## src/rtl/uart_tx_brk.sv

```systemverilog
module uart_tx_brk #(
  parameter int DEPTH = 8,
  parameter int OSR   = 16,
  parameter int DW    = 8
) (
  input  logic          clk,
  input  logic          rst_n,
  input  logic          tick16,
  input  logic          cmd_en,
  input  logic          cmd_dis,
  input  logic          cmd_rst,
  input  logic          cmd_brk_on,
  input  logic          cmd_brk_off,
  input  logic          wr_en,
  input  logic [DW-1:0] wr_data,
  output logic          txd,
  output logic          tx_rdy,
  output logic          tx_emt
);
  localparam int AW = (DEPTH > 1) ? $clog2(DEPTH) : 1;
  localparam int CW = (OSR > 1) ? $clog2(OSR) : 1;
  localparam int BW = (DW > 1) ? $clog2(DW) : 1;

  typedef enum logic [2:0] {
    S_IDLE  = 3'd0,
    S_START = 3'd1,
    S_DATA  = 3'd2,
    S_STOP  = 3'd3,
    S_BRK   = 3'd4,
    S_MARK  = 3'd5
  } st_t;

  st_t           st;
  logic          en_q, brk_q;
  logic [CW-1:0] tcnt;
  logic [BW-1:0] bidx;
  logic [DW-1:0] shreg;
  logic [DW-1:0] mem [DEPTH];
  logic [AW-1:0] wptr, rptr;
  logic [AW:0]   cnt;

  wire full    = (cnt == (AW+1)'(DEPTH));
  wire empty   = (cnt == '0);
  wire push    = wr_en && en_q && !full && !cmd_rst;
  wire pop     = tick16 && (st == S_IDLE) && !empty && !cmd_rst;
  wire brk_go  = tick16 && (st == S_IDLE) && empty && brk_q;
  wire bit_end = tick16 && (tcnt == CW'(OSR-1));

  assign txd    = (st == S_START || st == S_BRK) ? 1'b0 :
                  (st == S_DATA) ? shreg[0] : 1'b1;
  assign tx_rdy = en_q && !full;
  assign tx_emt = en_q && empty && (st == S_IDLE);

  always_ff @(posedge clk)
    if (push) mem[wptr] <= wr_data;

  always_ff @(posedge clk or negedge rst_n) begin
    if (!rst_n) begin
      st <= S_IDLE; en_q <= 1'b0; brk_q <= 1'b0;
      tcnt <= '0; bidx <= '0; shreg <= '0;
      wptr <= '0; rptr <= '0; cnt <= '0;
    end else if (cmd_rst) begin
      st <= S_IDLE; en_q <= 1'b0; brk_q <= 1'b0;
      tcnt <= '0; bidx <= '0; shreg <= '0;
      wptr <= '0; rptr <= '0; cnt <= '0;
    end else begin
      if (cmd_dis)     en_q <= 1'b0;
      else if (cmd_en) en_q <= 1'b1;

      if (cmd_brk_off)                                brk_q <= 1'b0;
      else if (cmd_brk_on && en_q && st != S_BRK)     brk_q <= 1'b1;
      else if (brk_go)                                brk_q <= 1'b0;

      if (push) wptr <= (wptr == AW'(DEPTH-1)) ? '0 : wptr + 1'b1;
      if (pop)  rptr <= (rptr == AW'(DEPTH-1)) ? '0 : rptr + 1'b1;
      if (push && !pop)      cnt <= cnt + 1'b1;
      else if (pop && !push) cnt <= cnt - 1'b1;

      if (tick16 && st != S_IDLE && st != S_BRK)
        tcnt <= bit_end ? '0 : tcnt + 1'b1;

      unique case (st)
        S_IDLE: begin
          if (pop) begin
            shreg <= mem[rptr];
            tcnt  <= '0;
            st    <= S_START;
          end else if (brk_go) begin
            st <= S_BRK;
          end
        end
        S_START: if (bit_end) begin
          bidx <= '0;
          st   <= S_DATA;
        end
        S_DATA: if (bit_end) begin
          if (bidx == BW'(DW-1)) st <= S_STOP;
          else begin
            bidx  <= bidx + 1'b1;
            shreg <= shreg >> 1;
          end
        end
        S_STOP: if (bit_end) st <= S_IDLE;
        S_BRK: if (cmd_brk_off) begin
          tcnt <= '0;
          st   <= S_MARK;
        end
        S_MARK: if (bit_end) st <= S_IDLE;
        default: st <= S_IDLE;
      endcase
    end
  end
endmodule

```

## config.mk

```make
export PLATFORM = sky130hd
export DESIGN_NAME = uart_tx_brk
export DESIGN_NICKNAME = d
export VERILOG_FILES = /design/src/rtl/uart_tx_brk.sv
export SDC_FILE = /design/constraint.sdc
export NUM_CORES = 1
export LEC_CHECK = 0
export BUFFER_PORTS_ARGS = -buffer_cell sky130_fd_sc_hd__buf_2
export CORE_MARGIN = 3
export CORE_UTILIZATION = 45
export CTS_CLUSTER_SIZE = 16
export DETAILED_ROUTE_END_ITERATION = 7
export PLACE_DENSITY = 0.68
export SYNTH_ARGS = -nofsm -noshare
export SYNTH_HDL_FRONTEND = slang
export SYNTH_SLANG_ARGS = --single-unit
export TNS_END_PERCENT = 20
```

## constraint.sdc

```tcl
create_clock -name clk -period 4 [get_ports clk]
set_input_delay 0.2 -clock clk [delete_from_list [all_inputs] [get_ports clk]]
set_output_delay 0.2 -clock clk [all_outputs]
set_load 0.1 [all_outputs]
```

; Yosys cells after proc, flatten, opt, wreduce, memory -nomap -nowiden
; Memory sizes are Yosys's and may differ from the RTL's.
; Cells that the tools add are included.
[op_classes]
add_sub_neg = 6
n_eq_ne = 19
muxes = 44
n_reduce_logical = 38
[op_table]
columns = op, count
row1 = $mux W3, 17
row2 = $mux W4, 8
row3 = $mux W8, 4
row4 = $logic_and A1 B1 Y1, 18
row5 = $ne A3 B3 Y1 const B, 6
row6 = $pmux W8 S2, 1
row7 = $eq A3 B3 Y1 const B, 5
row8 = $pmux W3 S5, 1
row9 = $reduce_bool A3 Y1, 5
row10 = $mux W1, 11
row11 = $add A3 B1 Y3 const B, 3
row12 = $add A4 B1 Y4 const B, 2
row13 = $eq A4 B4 Y1 const B, 2
row14 = $pmux W4 S2, 1
row15 = $reduce_and A4 Y1, 2
row16 = $eq A3 B2 Y1 const B, 2
row17 = $pmux W3 S2, 1
row18 = $reduce_and A6 Y1, 1
row19 = $logic_not A1 Y1, 5
row20 = $logic_not A4 Y1, 1
row21 = $ne A4 B4 Y1 const B, 1
row22 = $reduce_bool A2 Y1, 2
row23 = $reduce_bool A4 Y1, 1
row24 = $sub A4 B1 Y4 const B, 1
row25 = other kinds (6), 6
[word_totals]
reg_bits = 30
mem_bits_rw = 64
in_bits = 17
output_inout_bits = 3
word_cells = 117
n_memories = 1
[mem_list]
columns = name, words, width, read_ports, rd_clocked_by_memory_dff, write_ports, line
row1 = mem, 8, 8, 1, 0, 1, 38  ; logic [DW-1:0] mem [DEPTH];

; Longest topological paths before layout
; Gate-level depths: netlist of run 1.
[depth]
depth_word = 9
depth_mapped = 10
depth_no_buf = 8

; Worst setup path after synthesis of run 1
; Ideal clock, no wire load.
[synth_path]
kind = reg-to-reg
from = reg cnt[1]
to = reg cnt[3]
setup_ns = 0.138
arrival_time_ns = 2.675
t_required_ns = 3.862
path_slack_ns = 1.187
stages_incl_launch_ff = 9
path_buffers = 0
period_less_slack_ns = 2.813
path_cell_list = dfrtp_1 > o41ai_4 > nor2_4 > or3_1 > ha_1 > a21o_1 > a2111oi_1 > mux2i_1 > o311ai_1
[synth_via]
elab_chain_cells = 8
elab_cells_between_ends = 18
cone_classes = add/sub (2) / eq/ne (1) / mux (3) / reduce/logical (12)
[synth_rtl]
columns = element, line
row1 = from (decl), 40  ; logic [AW:0] cnt;
row2 = from (signal assigned), 76  ; if (push && !pop) cnt <= cnt + 1'b1;
row3 = from (signal assigned), 77  ; else if (pop && !push) cnt <= cnt - 1'b1;
row4 = branches (longest 8 deep; another with $sub A4 B1 Y4), -
; Several ways; the timed one is not identified. The select of a mux whose other input is x is not followed.
; A chain may end at the register's enable or synchronous reset.

; Worst setup path after layout of run 1
; Ends and elaborated chain as after synthesis.

==> results of run 1 <==
layout make-up:
| class | instances | share of cell area |
|---|---|---|
| clock inverters | 7 | 0.0160 |
| repair buffers | 22 | 0.0262 |
| well taps | 126 | 0.0337 |
| flip-flops and latches | 94 | 0.571 |
| multi-input cells | 175 | 0.322 |
| clock buffers | 9 | 0.0264 |
| inverters | 7 | 0.00561 |
synthesized netlist by cell type (2+ instances only):
cell type,number
sky130_fd_sc_hd__or3_1,6
sky130_fd_sc_hd__a21o_1,3
sky130_fd_sc_hd__buf_2,5
sky130_fd_sc_hd__mux2_2,5
sky130_fd_sc_hd__dfrtp_1,30
sky130_fd_sc_hd__nand2b_1,4
sky130_fd_sc_hd__a221o_1,7
sky130_fd_sc_hd__nor2_1,25
sky130_fd_sc_hd__nor4_1,3
sky130_fd_sc_hd__a22o_1,2
sky130_fd_sc_hd__clkbuf_1,8
sky130_fd_sc_hd__ha_1,9
sky130_fd_sc_hd__nand2_1,10
sky130_fd_sc_hd__mux4_2,16
sky130_fd_sc_hd__a21oi_1,12
sky130_fd_sc_hd__a31oi_1,4
sky130_fd_sc_hd__o211ai_1,2
sky130_fd_sc_hd__nand3_1,4
sky130_fd_sc_hd__o21ai_0,6
sky130_fd_sc_hd__a211oi_1,2
sky130_fd_sc_hd__xor2_1,2
sky130_fd_sc_hd__and3_1,4
sky130_fd_sc_hd__buf_6,2
sky130_fd_sc_hd__nor3_1,13
sky130_fd_sc_hd__edfxtp_1,64
sky130_fd_sc_hd__mux2i_1,11
sky130_fd_sc_hd__inv_1,7
registers in the layout, indices dropped and copies added, names as in the netlist:
signal	cells
en_q	1
st	3
brk_q	1
mem	64
wptr	3
bidx	3
cnt	4
tcnt	4
rptr	3
shreg	8
through the flow:
| stage | worst slack, ns | cell area, µm² |
|---|---|---|
| finish | 0.921 | 4680 |
| global route | 0.750 | 4680 |
| global placement | 1.04 | 4470 |
| detailed placement | 0.954 | 4470 |
| CTS | 0.942 | 4680 |
| floorplan | 1.19 | 4280 |
worst reg2reg max path, stage by stage, from the launching register on:
cell	delay, ns
sky130_fd_sc_hd__dfrtp_1	0.46
sky130_fd_sc_hd__o41ai_4	0.61
sky130_fd_sc_hd__nor2_4	0.15
sky130_fd_sc_hd__or3_1	0.43
sky130_fd_sc_hd__ha_1	0.30
sky130_fd_sc_hd__a21o_1	0.19
sky130_fd_sc_hd__a2111oi_1	0.46
sky130_fd_sc_hd__mux2i_1	0.24
sky130_fd_sc_hd__o311ai_1	0.11
cell families (layout without fill, tap and decap cells):
group,Yosys count,after routing,share of synthesized area
flops,94,94,0.624
simple gates,84,84,0.108
compound gates,45,45,0.0783
mux,32,32,0.123
buf+inv,23,45,0.0254
fa+ha+maj,10,10,0.0310
xor+xnor,4,4,0.00993
power by group through the flow:
stage | logic, W | clock network, W | registers, W
after floorplan | 0.000484 | 0 | 0.00116
after global placement | 0.000520 | 0 | 0.00122
after detailed placement | 0.000525 | 0 | 0.00123
after CTS | 0.000528 | 0.000641 | 0.00120
after global routing | 0.000579 | 0.000673 | 0.00122
final | 0.000526 | 0.000620 | 0.00120
path summary, 6_finish.rpt:
path	startpoint	endpoint	slack, ns	cells past startpoint
min in group asynchronous	rst_n	tcnt[3]	0.40	2
max in group asynchronous	rst_n	shreg[3]	3.12	2
min reg2reg	shreg[7]	shreg[7]	0.49	1
max reg2reg	cnt[1]	cnt[3]	0.92	8
min	cmd_brk_off	brk_q	0.03	2
max	cnt[1]	cnt[3]	0.92	8
metal layers:
metal	part of all wire	vias up	track usage	wire [µm]
met5	0	-	0	0
met2	0.50	48	0.246	3850
met1	0.45	1222	0.206	3430
met3	0.042	7	0.0286	319
li1	-	1170	-	-
met4	0.010	0	0.0446	78
==> summary.md, run 1 <==
The internal power of the cells totals 0.00159 W. From synthesis to final layout, the design area changed by 9.38%. For the number of pins exceeding their max-slew limit in the final report, the log shows 0. The proportion of netlist area held by the largest area contributor is 0.449, and the remaining max-slew budget at the tightest pin is 0.304. The pin count of the biggest net entering global routing came out at 31.

Routability-driven placement finished with a final weighted congestion of 0.785. The count of standard-cell rows was 34; the static leakage was 1.68 nW. The clock passes through at most 2 buffers.

The core box area is 0.00898 mm², and the number of buffers and inverters on the critical path is 0. For the worst setup path, the data required time is 4.24 ns. The run gives 440 as the final instance count without filler cells. After synthesis, the cell types taking the most area are sky130_fd_sc_hd__edfxtp_1 (45%), sky130_fd_sc_hd__dfrtp_1 (18%), sky130_fd_sc_hd__mux4_2 (8.4%). For the final core area utilization, the log shows 0.522. The switching part of the total power works out to 0.324. The tools report the number of buffers added by the clock tree synthesis step as 9.

The final layout contains routed wiring with a total length of 7.68 mm. Counting the fill cells in the layout gives 745. The average instance in the mapped netlist occupies 14.7 µm². Summing every instance area after synthesis gives 0.00428 mm².

STA classifies the critical path startpoint as a flop. The most common cell after layout, fill and taps aside was sky130_fd_sc_hd__edfxtp_1. Ratio of final minimum period to clock period: 0.770.

In this run the power spent charging and discharging nets is 0.000761 W. Summed over all nets, the half-perimeter wirelength after detailed placement is 5.01 mm. Summed over all failing endpoints, the final setup total negative slack is 0 ns. The largest driver fanout on the critical path works out to 8. Across the run, the number of max-cap violations was 0. Final hold analysis gives a worst-case slack of 0.0307 ns. Including well taps, the total number of placed cells is 422.

For the finished layout, the period the worst path requires is 3.08 ns. The register share of total power came out at 0.512. The count of buffers inserted at the top-level ports was 19; the die area was 0.0107 mm². The buffer type at the clock tree root was sky130_fd_sc_hd__clkbuf_8.

The path class of the tightest hold or removal check is in2reg. The tools report the hold violation count in the final report as 0. Dividing the detail-routed via count by the number of cells gives 5.56. The tools report the top-level I/O count as 20. IR analysis of the VDD net gives a maximum drop of 0.346 mV. The first-pass iteration count of the detailed router was 4. The share of the yosys chip area belonging to registers was 0.624; the number of distinct library cells after synthesis was 53. The clock reaches the later pin of the worst-skew pair after 0.36 ns.

The Yosys step of the flow raised 0 warnings. Setup violations remaining at the end of the flow were counted as 0. Synthesis inferred 94 register bits.

The slowest stage of the critical path is the sky130_fd_sc_hd__o41ai_4 cell. The remaining antenna violation count after routing is 0, and the first-pass GRT wire length is 12.7 mm. For this block, the initial DRC count from the detailed router was 125.

Summing internal, switching and leakage power gives 0.00235 W. Synthesis produced a netlist with a net count of 319. The via total after detailed routing came out at 2447. Of all cell types, the one taking the most synthesized area is sky130_fd_sc_hd__edfxtp_1. The number of levels in the clock H-tree is 3. The tools report the count of instances resized after the clock tree is built as 0. The flow ran to the end, and the final reports show no timing, DRC or antenna violations. After clock tree synthesis, the clock-pin slew on the worst setup and hold paths is 0.11 ns.

The number of global-route vias before repair is 2415. Setup repair after global routing left no endpoint under its margin. For this run the aggregate overflow at the end of global routing stands at 0. In this run the horizontal extent of the chip is 104 µm. On the worst path, the slowest cell contributes a delay of 0.61 ns. Walking the worst path, the cells encountered are o41ai_4 -> nor2_4 -> or3_1 -> ha_1 -> a21o_1 -> a2111oi_1 -> mux2i_1 -> o311ai_1. The share of async-settable or async-resettable flops after synthesis is 0.319. The proportion of layout cells with a drive suffix above 1 was 0.210.

Power density over cell area: 501 mW/mm². Area occupied by registers: 0.00267 mm². The logs give 0 for the DRC violations left and 0.477 for the starting density of the core. The average routed wire per standard cell works out to 17.4 µm. For this run, the post-layout net count is 336.

Leaving out fill and tap cells, the most frequent cells in the layout are sky130_fd_sc_hd__edfxtp_1 (64), sky130_fd_sc_hd__dfrtp_1 (30), sky130_fd_sc_hd__nor2_1 (25), sky130_fd_sc_hd__buf_2 (19), sky130_fd_sc_hd__mux4_2 (16). Between clock sinks in the finished design, the worst skew comes to 0.0171 ns. Hold repair after CTS inserted 2 buffers. The cell family contributing the most delay on the critical path is compound AO/OA/AOI/OAI gates.

The count of antenna diodes in the layout is 0. In the synthesized netlist the dominant register cell turns out to be sky130_fd_sc_hd__edfxtp_1. The run gives 0.264 as the fraction of power consumed by the clock network. The worst setup path is captured at a flop. The worst setup path is of the reg2reg kind. Buffers added to address setup during post-CTS repair amount to 0. The tree built by TritonCTS fans out to 94 sinks. The die is 104 µm tall.

At the worst endpoint, the arrival time is 3.32 ns. The logic gate share of total power came out at 0.224. Summing all multi-input logic gate instances after layout gives 0.00151 mm². Synthesized instance count: 292.

In this run, synthesis inferred 64 flip-flops with an integrated enable. TritonCTS built the clock tree. Based on the critical path, the design can be clocked at up to 0.325 GHz. The pin slew with the least headroom to its limit is 1.04 ns.

The initial antenna violation count is 0, and the overall global routing resource usage is 0.150.
No activity file was read; power rests on OpenSTA's default activity.
==> run 2, diff against run 1 <==
--- a/config.mk
+++ b/config.mk
@@ -10,7 +10,7 @@
 export CORE_UTILIZATION = 45
 export CTS_CLUSTER_SIZE = 16
 export DETAILED_ROUTE_END_ITERATION = 7
-export PLACE_DENSITY = 0.68
+export PLACE_DENSITY = 0.71
 export SYNTH_ARGS = -nofsm -noshare
 export SYNTH_HDL_FRONTEND = slang
 export SYNTH_SLANG_ARGS = --single-unit
==> constraint.sdc (replaced) <==
create_clock -name clk -period 2.8 [get_ports clk]
set_input_delay 0.14 -clock clk [delete_from_list [all_inputs] [get_ports clk]]
set_output_delay 0.14 -clock clk [all_outputs]
set_load 0.1 [all_outputs]
==> summary.md, run 2 (same netlist as run 1, synthesis figures left out) <==
The flow ran to the end, and the final reports show no timing, DRC or antenna violations. Remaining max-slew budget at the tightest pin: 0.404. The longest clock path from root to sink contains 2 buffers. Across the VDD grid, the largest voltage drop is 0.521 mV. The routed design has 7.95 mm of wire. The logs give 0.00268 mm² for the area occupied by registers and 20 for the top-level I/O count. The tools report the count of antenna diodes in the layout as 0.

For this block, the via count after detailed routing is 2527. Using the TritonRoute via totals, the vias-per-cell ratio works out to 5.51. The register with the most flip-flops in the layout has 64 of them.

Synthesis-to-layout area growth: 13.1%. Leaving out fill and tap cells, the most frequent cell in the layout is sky130_fd_sc_hd__edfxtp_1. Once detailed placement completed, the half-perimeter wirelength came to 5.34 mm. The tools report the fmax as 0.369 GHz.

Across the run, the number of max-cap violations was 0. Summed over all cells, the static leakage comes to 1.77 nW. The worst setup path is launched from a flop.

Once the clock tree was built, the setup fixing pass inserted 0 buffers. In this run the number of H-tree levels came out at 3. The post-route minimum period works out to 2.71 ns. The clock drives 94 sinks. The pin count of the biggest net entering global routing came out at 31. The number of global-route vias before repair was 2531; the pin slew with the least headroom to its limit was 0.891 ns. Overall global routing resource usage: 0.154. After detailed routing, the average wire length per cell comes to 17.3 µm. In this run the cell area measured after placement is 0.00460 mm².

The initial antenna violation count was 0. The path type of the worst setup path was reg2reg. CTS placed an instance of sky130_fd_sc_hd__clkbuf_8 at the clock tree root. The count of buffers inserted at the top-level ports is 19, and the starting density of the core is 0.477. On the final layout, the worst hold slack is 0.0373 ns. For this run the aggregate overflow at the end of global routing stands at 0. The tools report the number of pins exceeding their max-slew limit in the final report as 0.

The proportion of layout cells with a drive suffix above 1 is 0.261, and the source-to-sink clock delay at the later pin of the worst-skew pair is 0.36 ns. The final non-filler cell area was 0.00484 mm²; the die span in x was 104 µm. Required time of the worst setup path: 3.03 ns. In the final layout, the registers with the most flip-flops are mem: 64 flops, shreg: 8 flops. For this run, the detailed router's first-pass iteration total came to 4. The switching part of the total power came out at 0.325. At the worst endpoint, the arrival time is 2.94 ns. The worst hold path class is in2reg.

The logs give 0 for the hold violation count in the final report and 355 for the final net count. The register share of total power was 0.484; the placer's final routability congestion estimate was 0.833. Die area: 0.0107 mm². The largest driver fanout on the critical path works out to 5. The top cell types in the final layout, fill and taps aside, are sky130_fd_sc_hd__edfxtp_1 (64), sky130_fd_sc_hd__dfrtp_1 (28), sky130_fd_sc_hd__nor2_1 (25), sky130_fd_sc_hd__buf_2 (19), sky130_fd_sc_hd__buf_4 (19). The logs give 34 for the count of standard-cell rows and 746 for the number of filler cells placed in the layout. TritonCTS built the clock tree. The ratio of final minimum period to clock period was 0.968; the height of the chip was 104 µm. Register with the most flip-flops: mem. After the first detailed-routing iteration, the DRC count stood at 127. Once layout is complete, the cells apart from fillers number 459.

For this run, design rule violations remaining after detail routing come to 0. The nature of the critical path endpoint was a flop. Summed over all nets, the switching power comes to 0.00112 W. The fraction of power consumed by the clock network was 0.253; the logic gate share of total power was 0.263. In this run the remaining antenna-violating nets after routing total 0. Cell internal power was estimated by the tool at 0.00233 W. Clock-pin slew was measured on the worst setup and hold paths at 0.10 ns. Counting the buffers created by CTS gives 9.

The number of endpoints failing setup at the final stage came out at 0. The number of placed instances, taps included, is 440. The logs give 0.00898 mm² for the core box area and 0.00908 ns for the maximum clock skew at final layout. The first-pass GRT wire length is 13.0 mm. In the final layout, the multi-input gates occupy 0.00152 mm². Power spread over the standard cell area amounts to 712 mW/mm².
==> run 2: path summary, 6_finish.rpt <==
path	startpoint	end	slack (ns)	depth (start not counted)
min in group asynchronous	rst_n	tcnt[0]	0.35	2
max reg2reg	cnt[1]	cnt[3]	0.09	8
min	cmd_en	en_q	0.04	3
min reg2reg	shreg[7]	shreg[7]	0.50	1
max	cnt[1]	cnt[3]	0.09	8
max in group asynchronous	rst_n	cnt[0]	1.97	2
==> run 2: area by class of cell <==
class,count,share of cell area
tap,126,0.0325
clock inverter,7,0.0145
inverter,7,0.00542
multi-input combinational,175,0.315
sequential,94,0.552
clock buffer,9,0.0256
timing repair buffer,41,0.0553
==> run 2: critical path, cell delays in order, from the launching register on <==
cell	delay [ns]
sky130_fd_sc_hd__dfrtp_2	0.46
sky130_fd_sc_hd__o41ai_4	0.43
sky130_fd_sc_hd__nor2_4	0.07
sky130_fd_sc_hd__or3_4	0.39
sky130_fd_sc_hd__ha_1	0.28
sky130_fd_sc_hd__a21o_1	0.22
sky130_fd_sc_hd__a2111oi_4	0.38
sky130_fd_sc_hd__mux2i_1	0.24
sky130_fd_sc_hd__o311ai_1	0.12
==> run 2: metrics by stage <==
step                      setup TNS [ns]  worst slack, ns   util  power, W
after floorplan                        0           0.0267      -   0.00236
after CTS                              0          0.00836  0.537   0.00345
after global placement                 0            0.145  0.513   0.00256
final                                  0           0.0904  0.540   0.00345
after global routing            -0.00355         -0.00355  0.540   0.00363
after detailed placement               0           0.0211  0.513   0.00258
==> run 2: power groups by stage <==
stage	sequential [W]	clock, W	combinational (W)
2_1_floorplan	0.00166	0	0.000703
3_3_place_gp	0.00169	0	0.000869
6_report	0.00167	0.000874	0.000907
3_5_place_dp	0.00169	0	0.000883
5_1_grt	0.00168	0.000950	0.000998
4_1_cts	0.00167	0.000895	0.000888
==> run 2: timing repair <==
action / 4_1_cts / 5_1_grt
hold buffers: 3 / 0
endpoints found under the hold margin: 32 / 0
gates resized for setup: 0 / 4
endpoints found under the setup margin: 0 / 1
==> run 2: metal layers <==
layer | global-route usage | routed length [µm]
met1 | 0.210 | 3730
met2 | 0.252 | 3880
met3 | 0.0367 | 273
met4 | 0.0380 | 66
met5 | 0 | 0
